<file path="src/rtl/gpio_irq_pkg.sv">
package gpio_irq_pkg;

  localparam logic [5:0] OFS_PIN_LVL   = 6'h00;
  localparam logic [5:0] OFS_DOUT      = 6'h04;
  localparam logic [5:0] OFS_DRV_EN    = 6'h08;
  localparam logic [5:0] OFS_IRQ_EN    = 6'h0C;
  localparam logic [5:0] OFS_SENSE_LVL = 6'h10;
  localparam logic [5:0] OFS_BOTH_EDGE = 6'h14;
  localparam logic [5:0] OFS_POL_HI    = 6'h18;
  localparam logic [5:0] OFS_RAW_ST    = 6'h1C;
  localparam logic [5:0] OFS_MSK_ST    = 6'h20;
  localparam logic [5:0] OFS_ACK       = 6'h24;

  typedef struct packed {
    logic lvl;   // 1: level sensing, 0: edge sensing
    logic both;  // edge on either transition
    logic hi;    // rising / high when set
  } trig_cfg_t;

endpackage

</file>
<file path="src/rtl/gpio_sync2.sv">
module gpio_sync2 #(
  parameter int W      = 32,
  parameter int STAGES = 2
) (
  input  logic         clk,
  input  logic         rst,
  input  logic [W-1:0] d_async,
  output logic [W-1:0] q_sync
);
  logic [W-1:0] stg_q [STAGES];

  always_ff @(posedge clk) begin
    if (rst) begin
      for (int k = 0; k < STAGES; k++) stg_q[k] <= '0;
    end else begin
      stg_q[0] <= d_async;
      for (int k = 1; k < STAGES; k++) stg_q[k] <= stg_q[k-1];
    end
  end

  assign q_sync = stg_q[STAGES-1];

  generate
    if (STAGES == 2) begin : g_chk2

      sync_lat_chk: assert property (@(posedge clk) disable iff (rst)
        (!$past(rst) && !$past(rst, 2)) |-> (q_sync == $past(d_async, 2)));
    end
  endgenerate
endmodule

</file>
<file path="src/rtl/gpio_trig_det.sv">
module gpio_trig_det
  import gpio_irq_pkg::*;
(
  input  logic      clk,
  input  logic      rst,
  input  logic      cur,
  input  trig_cfg_t cfg,
  input  logic      ack,
  output logic      st
);
  logic prv_q;
  logic st_q;
  logic rise, fall, evt_edge, evt_lvl, evt;

  always_comb begin
    rise     = cur & ~prv_q;
    fall     = ~cur & prv_q;
    evt_edge = cfg.both ? (rise | fall) : (cfg.hi ? rise : fall);
    evt_lvl  = (cur == cfg.hi);
    evt      = cfg.lvl ? evt_lvl : evt_edge;
  end

  always_ff @(posedge clk) begin
    if (rst) begin
      prv_q <= 1'b0;
      st_q  <= 1'b0;
    end else begin
      prv_q <= cur;
      st_q  <= evt | (st_q & ~ack);
    end
  end

  assign st = st_q;


  lvl_hold_chk: assert property (@(posedge clk) disable iff (rst)
    (cfg.lvl && (cur == cfg.hi)) |=> st);

  st_rise_chk: assert property (@(posedge clk) disable iff (rst)
    $rose(st) |-> $past(evt));

  clr_race_chk: assert property (@(posedge clk) disable iff (rst)
    (evt && ack) |=> st);
endmodule

</file>
<file path="src/rtl/gpio_irq_bank.sv">
module gpio_irq_bank
  import gpio_irq_pkg::*;
#(
  parameter int NPINS       = 32,
  parameter int ADDR_W      = 6,
  parameter int SYNC_STAGES = 2
) (
  input  logic              clk,
  input  logic              rst,
  input  logic [ADDR_W-1:0] bus_addr,
  input  logic              bus_we,
  input  logic [NPINS-1:0]  bus_wdata,
  output logic [NPINS-1:0]  bus_rdata,
  input  logic [NPINS-1:0]  pin_in,
  output logic [NPINS-1:0]  pin_out,
  output logic [NPINS-1:0]  pin_oe,
  output logic              irq_out
);
  localparam logic [ADDR_W-1:0] A_PIN  = ADDR_W'(OFS_PIN_LVL);
  localparam logic [ADDR_W-1:0] A_DOUT = ADDR_W'(OFS_DOUT);
  localparam logic [ADDR_W-1:0] A_OE   = ADDR_W'(OFS_DRV_EN);
  localparam logic [ADDR_W-1:0] A_EN   = ADDR_W'(OFS_IRQ_EN);
  localparam logic [ADDR_W-1:0] A_LVL  = ADDR_W'(OFS_SENSE_LVL);
  localparam logic [ADDR_W-1:0] A_BOTH = ADDR_W'(OFS_BOTH_EDGE);
  localparam logic [ADDR_W-1:0] A_POL  = ADDR_W'(OFS_POL_HI);
  localparam logic [ADDR_W-1:0] A_RAW  = ADDR_W'(OFS_RAW_ST);
  localparam logic [ADDR_W-1:0] A_MSK  = ADDR_W'(OFS_MSK_ST);
  localparam logic [ADDR_W-1:0] A_ACK  = ADDR_W'(OFS_ACK);

  logic [NPINS-1:0] dout_q, oe_q, en_q, lvl_q, both_q, hi_q;
  logic [NPINS-1:0] pin_s, raw_st, msk_st, ack_vec;
  logic [NPINS-1:0] rdata_q;
  logic             irq_q;

  gpio_sync2 #(.W(NPINS), .STAGES(SYNC_STAGES)) u_sync (
    .clk     (clk),
    .rst     (rst),
    .d_async (pin_in),
    .q_sync  (pin_s)
  );

  always_ff @(posedge clk) begin
    if (rst) begin
      dout_q <= '0;
      oe_q   <= '0;
      en_q   <= '0;
      lvl_q  <= '0;
      both_q <= '0;
      hi_q   <= '0;
    end else if (bus_we) begin
      unique case (bus_addr)
        A_DOUT:  dout_q <= bus_wdata;
        A_OE:    oe_q   <= bus_wdata;
        A_EN:    en_q   <= bus_wdata;
        A_LVL:   lvl_q  <= bus_wdata;
        A_BOTH:  both_q <= bus_wdata;
        A_POL:   hi_q   <= bus_wdata;
        default: ;
      endcase
    end
  end

  assign ack_vec = (bus_we && (bus_addr == A_ACK)) ? bus_wdata : '0;

  generate
    for (genvar i = 0; i < NPINS; i++) begin : g_pin
      trig_cfg_t cfg_i;
      assign cfg_i = '{lvl: lvl_q[i], both: both_q[i], hi: hi_q[i]};
      gpio_trig_det u_det (
        .clk (clk),
        .rst (rst),
        .cur (pin_s[i]),
        .cfg (cfg_i),
        .ack (ack_vec[i]),
        .st  (raw_st[i])
      );
    end
  endgenerate

  assign msk_st = raw_st & en_q;

  always_ff @(posedge clk) begin
    if (rst) begin
      rdata_q <= '0;
      irq_q   <= 1'b0;
    end else begin
      irq_q <= |msk_st;
      unique case (bus_addr)
        A_PIN:   rdata_q <= pin_s;
        A_DOUT:  rdata_q <= dout_q;
        A_OE:    rdata_q <= oe_q;
        A_EN:    rdata_q <= en_q;
        A_LVL:   rdata_q <= lvl_q;
        A_BOTH:  rdata_q <= both_q;
        A_POL:   rdata_q <= hi_q;
        A_RAW:   rdata_q <= raw_st;
        A_MSK:   rdata_q <= msk_st;
        default: rdata_q <= '0;
      endcase
    end
  end

  assign bus_rdata = rdata_q;
  assign pin_out   = dout_q;
  assign pin_oe    = oe_q;
  assign irq_out   = irq_q;


  oe_wr_chk: assert property (@(posedge clk) disable iff (rst)
    (bus_we && bus_addr == A_OE) |=> (pin_oe == $past(bus_wdata)));

  irq_src_chk: assert property (@(posedge clk) disable iff (rst)
    irq_out |-> $past(|raw_st));

  irq_gate_chk: assert property (@(posedge clk) disable iff (rst)
    ($past(en_q) == '0) |-> !irq_out);
endmodule

</file>
<file path="config.mk">
export PLATFORM = sky130hd
export DESIGN_NAME = gpio_irq_bank
export DESIGN_NICKNAME = d
export VERILOG_FILES = /design/src/rtl/gpio_irq_pkg.sv /design/src/rtl/gpio_sync2.sv /design/src/rtl/gpio_trig_det.sv /design/src/rtl/gpio_irq_bank.sv
export SDC_FILE = /design/constraint.sdc
export NUM_CORES = 1
export LEC_CHECK = 0
export BUFFER_PORTS_ARGS = -buffer_cell sky130_fd_sc_hd__buf_2
export CAP_MARGIN = 20
export CORE_MARGIN = 2
export CORE_UTILIZATION = 56
export DETAILED_ROUTE_END_ITERATION = 12
export PLACE_DENSITY = 0.81
export SLEW_MARGIN = 0
export SYNTH_ARGS = -nofsm -noshare
export SYNTH_HDL_FRONTEND = slang
export SYNTH_SLANG_ARGS = --single-unit
</file>
<file path="constraint.sdc">
create_clock -name clk -period 3.15 [get_ports clk]
set_input_delay 0.4725 -clock clk [delete_from_list [all_inputs] [get_ports clk]]
set_output_delay 0.4725 -clock clk [all_outputs]
set_load 0.01 [all_outputs]
</file>
==> flow_summary.toml <==
[routing]
drtAntennaViolNets = 0
drt-total-wl_um = 46720
post_drt_wl_per_cell_um = 19.13
vias_per_cell = 5.958
drt-initial-drc-count = 1570
first_pass_iters = 6
vias = 14550
post-route-drc-count = 0

[clock_network]
cts_hold_buf = 0
cts_setup_buffers = 0
cts_sinks = 353
clkLatencyLatePin_ns = 0.52
clk_path_buf_depth = 3
ctsResizeCount = 0
numCtsBuffers = 37
clk_pin_slew_ns = 0.06
cts_max_level = 2
cts_root_buf = "clkbuf_16"
cts_tree = "yes"

[sta]
fin_setup_tns_ns = 0
finalSetupViolCount = 0
min_period_ns = 2.009
tightestPinTransition_ns = 0.8128
finClkSkew_ns = 0.01687
slew_headroom_pct = 45.81
fmax_ghz = 0.4979
rsz0062_at_grt = "no"
min_period_over_period_pct = 63.76
hold_violations = 0
slew_viol_final = 0

[placed_design]
placed_cell_area_mm2 = 0.01711
routabilityCongestion = 0.8999
dp_hpwl_um = 30890
port_buffers = 169

[worst_hold_path]
min_delay_worst_endpoint = "u_sync.stg_q[0][24]$_SDFF_PP0_"
hold_depth = 2
hold_class = "input pin to flip-flop"
hp-start = "pin_in[24]"

[yosys]
seq_area_frac_synth_pct = 44.56
syn_area_mm2 = 0.01586
yosys_warnings = 0
yosysUniqueCellTypes = 43
synth-seq-cells = 353
synth_ff_type = "dfxtp_1"
synth_area_leaders = "dfxtp_1, nand2_1, a21oi_1, ha_1, nor2b_1"
synth_edf_count = 0
syn_nets = 2050
synth_top_area_share_pct = 44.56
async_reset_ff_share_pct = 0
synthCells = 1913
synth_largest_area_cell = "dfxtp_1"
syn_area_per_cell_um2 = 8.290

[floorplanning]
io_pins = 170
die-area_mm2 = 0.02968
fp.dieW_um = 172.3
start_util_pct = 56.93
core_area_mm2 = 0.02786
dieHeight_um = 172.3
rows = 61

[power_and_ir_drop]
total_power_mw = 9.672
p_leak_nw = 6.742
power_density_mw_per_mm2 = 526.7
ir_drop_mv = 0.4146

[critical_path]
r2r-end = "g_pin[31].u_det.st$_SDFF_PP0_"
crit_slowest_cell = "nand3_1"
path_cells = "buf_2 > buf_4 > nor2_1 > nand3_1 > buf_4 > nand2_1 > a21oi_1"
max_stage_delay_ns = 0.59
r2r_start = "u_sync.stg_q[0][63]$_SDFF_PP0_"
r2r_slack_ns = 1.70
startpoint_type = "input pin"
crit_arrival_ns = 2.45
cp_common_cell = "buf_4"
end_kind = "flip-flop"
required_ns = 3.59
path_max_fanout = 17
crit_type = "input pin to flip-flop"
r2r_cells = 6

[finish]
multi_input_area_mm2 = 0.007871
layout.nets = 2176
num-fill-cells = 2207
area_growth_pct = 15.78
drive_above_1_share_pct = 15.81
postLayoutCellArea_mm2 = 0.01836
regArea_mm2 = 0.007067
final_cell_mix = "nand2_1, dfxtp_1, a21oi_1, buf_2"
layout_commonest_cell = "nand2_1"

[run_status]
status = "complete, no violations"

[grt]
grt_antenna_before_repair = 1
overflow = 0
grt_pass1_vias = 13860
track_usage_pct = 31.37
grt_pass1_wl_um = 73610
grt_max_degree = 102

[flow_run]
maxCapViolCount = 0
routing by layer:
layer,GRT usage [%],share of wire (%)
met5,0,0
met4,16.51,4.9
met3,4.509,8.6
met2,51.56,47
met1,40.10,40
worst max-delay path, delay by kind of cell:
kind            cells  cell delay [ns]
compound gates      1             0.14
buf+inv             3             1.07
simple gates        3             0.75
metrics by stage:
step	std cells	setup slack, ns	hold WS (ns)	utilization, %
after floorplan	1913	1.247	0.4138	-
after global placement	2378	0.7871	0.4179	61.40
after detailed placement	2378	0.6883	0.4239	61.40
after CTS	2440	1.214	0.1485	65.89
after global routing	2441	1.118	0.1628	65.90
final	2442	1.141	0.1595	65.91
synthesized netlist by cell type (all sizes together) (2+ instances only):
| master | instances |
|---|---|
| nand2 | 480 |
| dfxtp | 353 |
| a21oi | 193 |
| inv | 96 |
| nor2b | 96 |
| o21ai | 95 |
| clkbuf | 83 |
| ha | 64 |
| a31oi | 63 |
| buf | 49 |
| nor3 | 37 |
| nor2 | 36 |
| mux2i | 33 |
| a211o | 32 |
| a211oi | 32 |
| nor4b | 32 |
| xnor2 | 32 |
| a221oi | 31 |
| mux2 | 31 |
| a22oi | 16 |
| nand3 | 5 |
| nand4 | 5 |
| or3 | 3 |
| and2 | 2 |
| and3 | 2 |
| or4b | 2 |
worst max path at each step:
stage | from | to | slack, ns | cells past startpoint
after CTS | bus_addr[4] | pin_oe[18]$_SDFFE_PP0P_ | 1.21 | 7
final | bus_addr[4] | pin_oe[18]$_SDFFE_PP0P_ | 1.14 | 7
after floorplan | bus_addr[2] | lvl_q[1]$_SDFFE_PP0P_ | 1.25 | 8
after global routing | bus_addr[5] | pin_out[28]$_SDFFE_PP0P_ | 1.12 | 6
after global placement | bus_addr[4] | pin_oe[15]$_SDFFE_PP0P_ | 0.79 | 7
after detailed placement | bus_addr[5] | bus_rdata[23]$_SDFF_PP0_ | 0.69 | 7
kinds of logic (layout without fill, tap and decap cells):
logic type | Yosys count | in the layout | synth area share, %
other | 0 | 2 | 0
adders and majority gates | 64 | 64 | 5.049
muxes | 65 | 65 | 4.426
DFF | 353 | 353 | 44.56
buffers and inverters | 228 | 377 | 6.036
AOI/OAI and AO/OA | 464 | 464 | 17.43
and+or+nand+nor | 707 | 707 | 20.73
xor gates and xnor gates | 32 | 32 | 1.767
layout make-up:
cell class	instances	area share, %
clock buffers	51	5.819
well taps	378	2.576
clock inverters	11	0.9949
flip-flops and latches	353	38.49
repair buffers	219	7.264
diodes	2	0.02726
multi-input cells	1332	42.87
inverters	96	1.963
state kept, by name, indices dropped and copies added (netlist names):
register	flops
pin_out	32
lvl_q	32
irq_out	1
hi_q	32
both_q	32
u_sync.stg_q	64
en_q	32
g_pin.u_det.prv_q	32
pin_oe	32
g_pin.u_det.st	32
bus_rdata	32
power breakdown:
| group | leakage (nW) | switching, mW | internal, mW | total (mW) |
|---|---|---|---|---|
| Clock | 0.617 | 1.77 | 2.77 | 4.54 |
| Sequential | 2.86 | 0.0658 | 4.54 | 4.61 |
| Combinational | 3.26 | 0.338 | 0.188 | 0.526 |
| Total | 6.74 | 2.17 | 7.50 | 9.67 |
No activity file was read; power rests on OpenSTA's default activity.
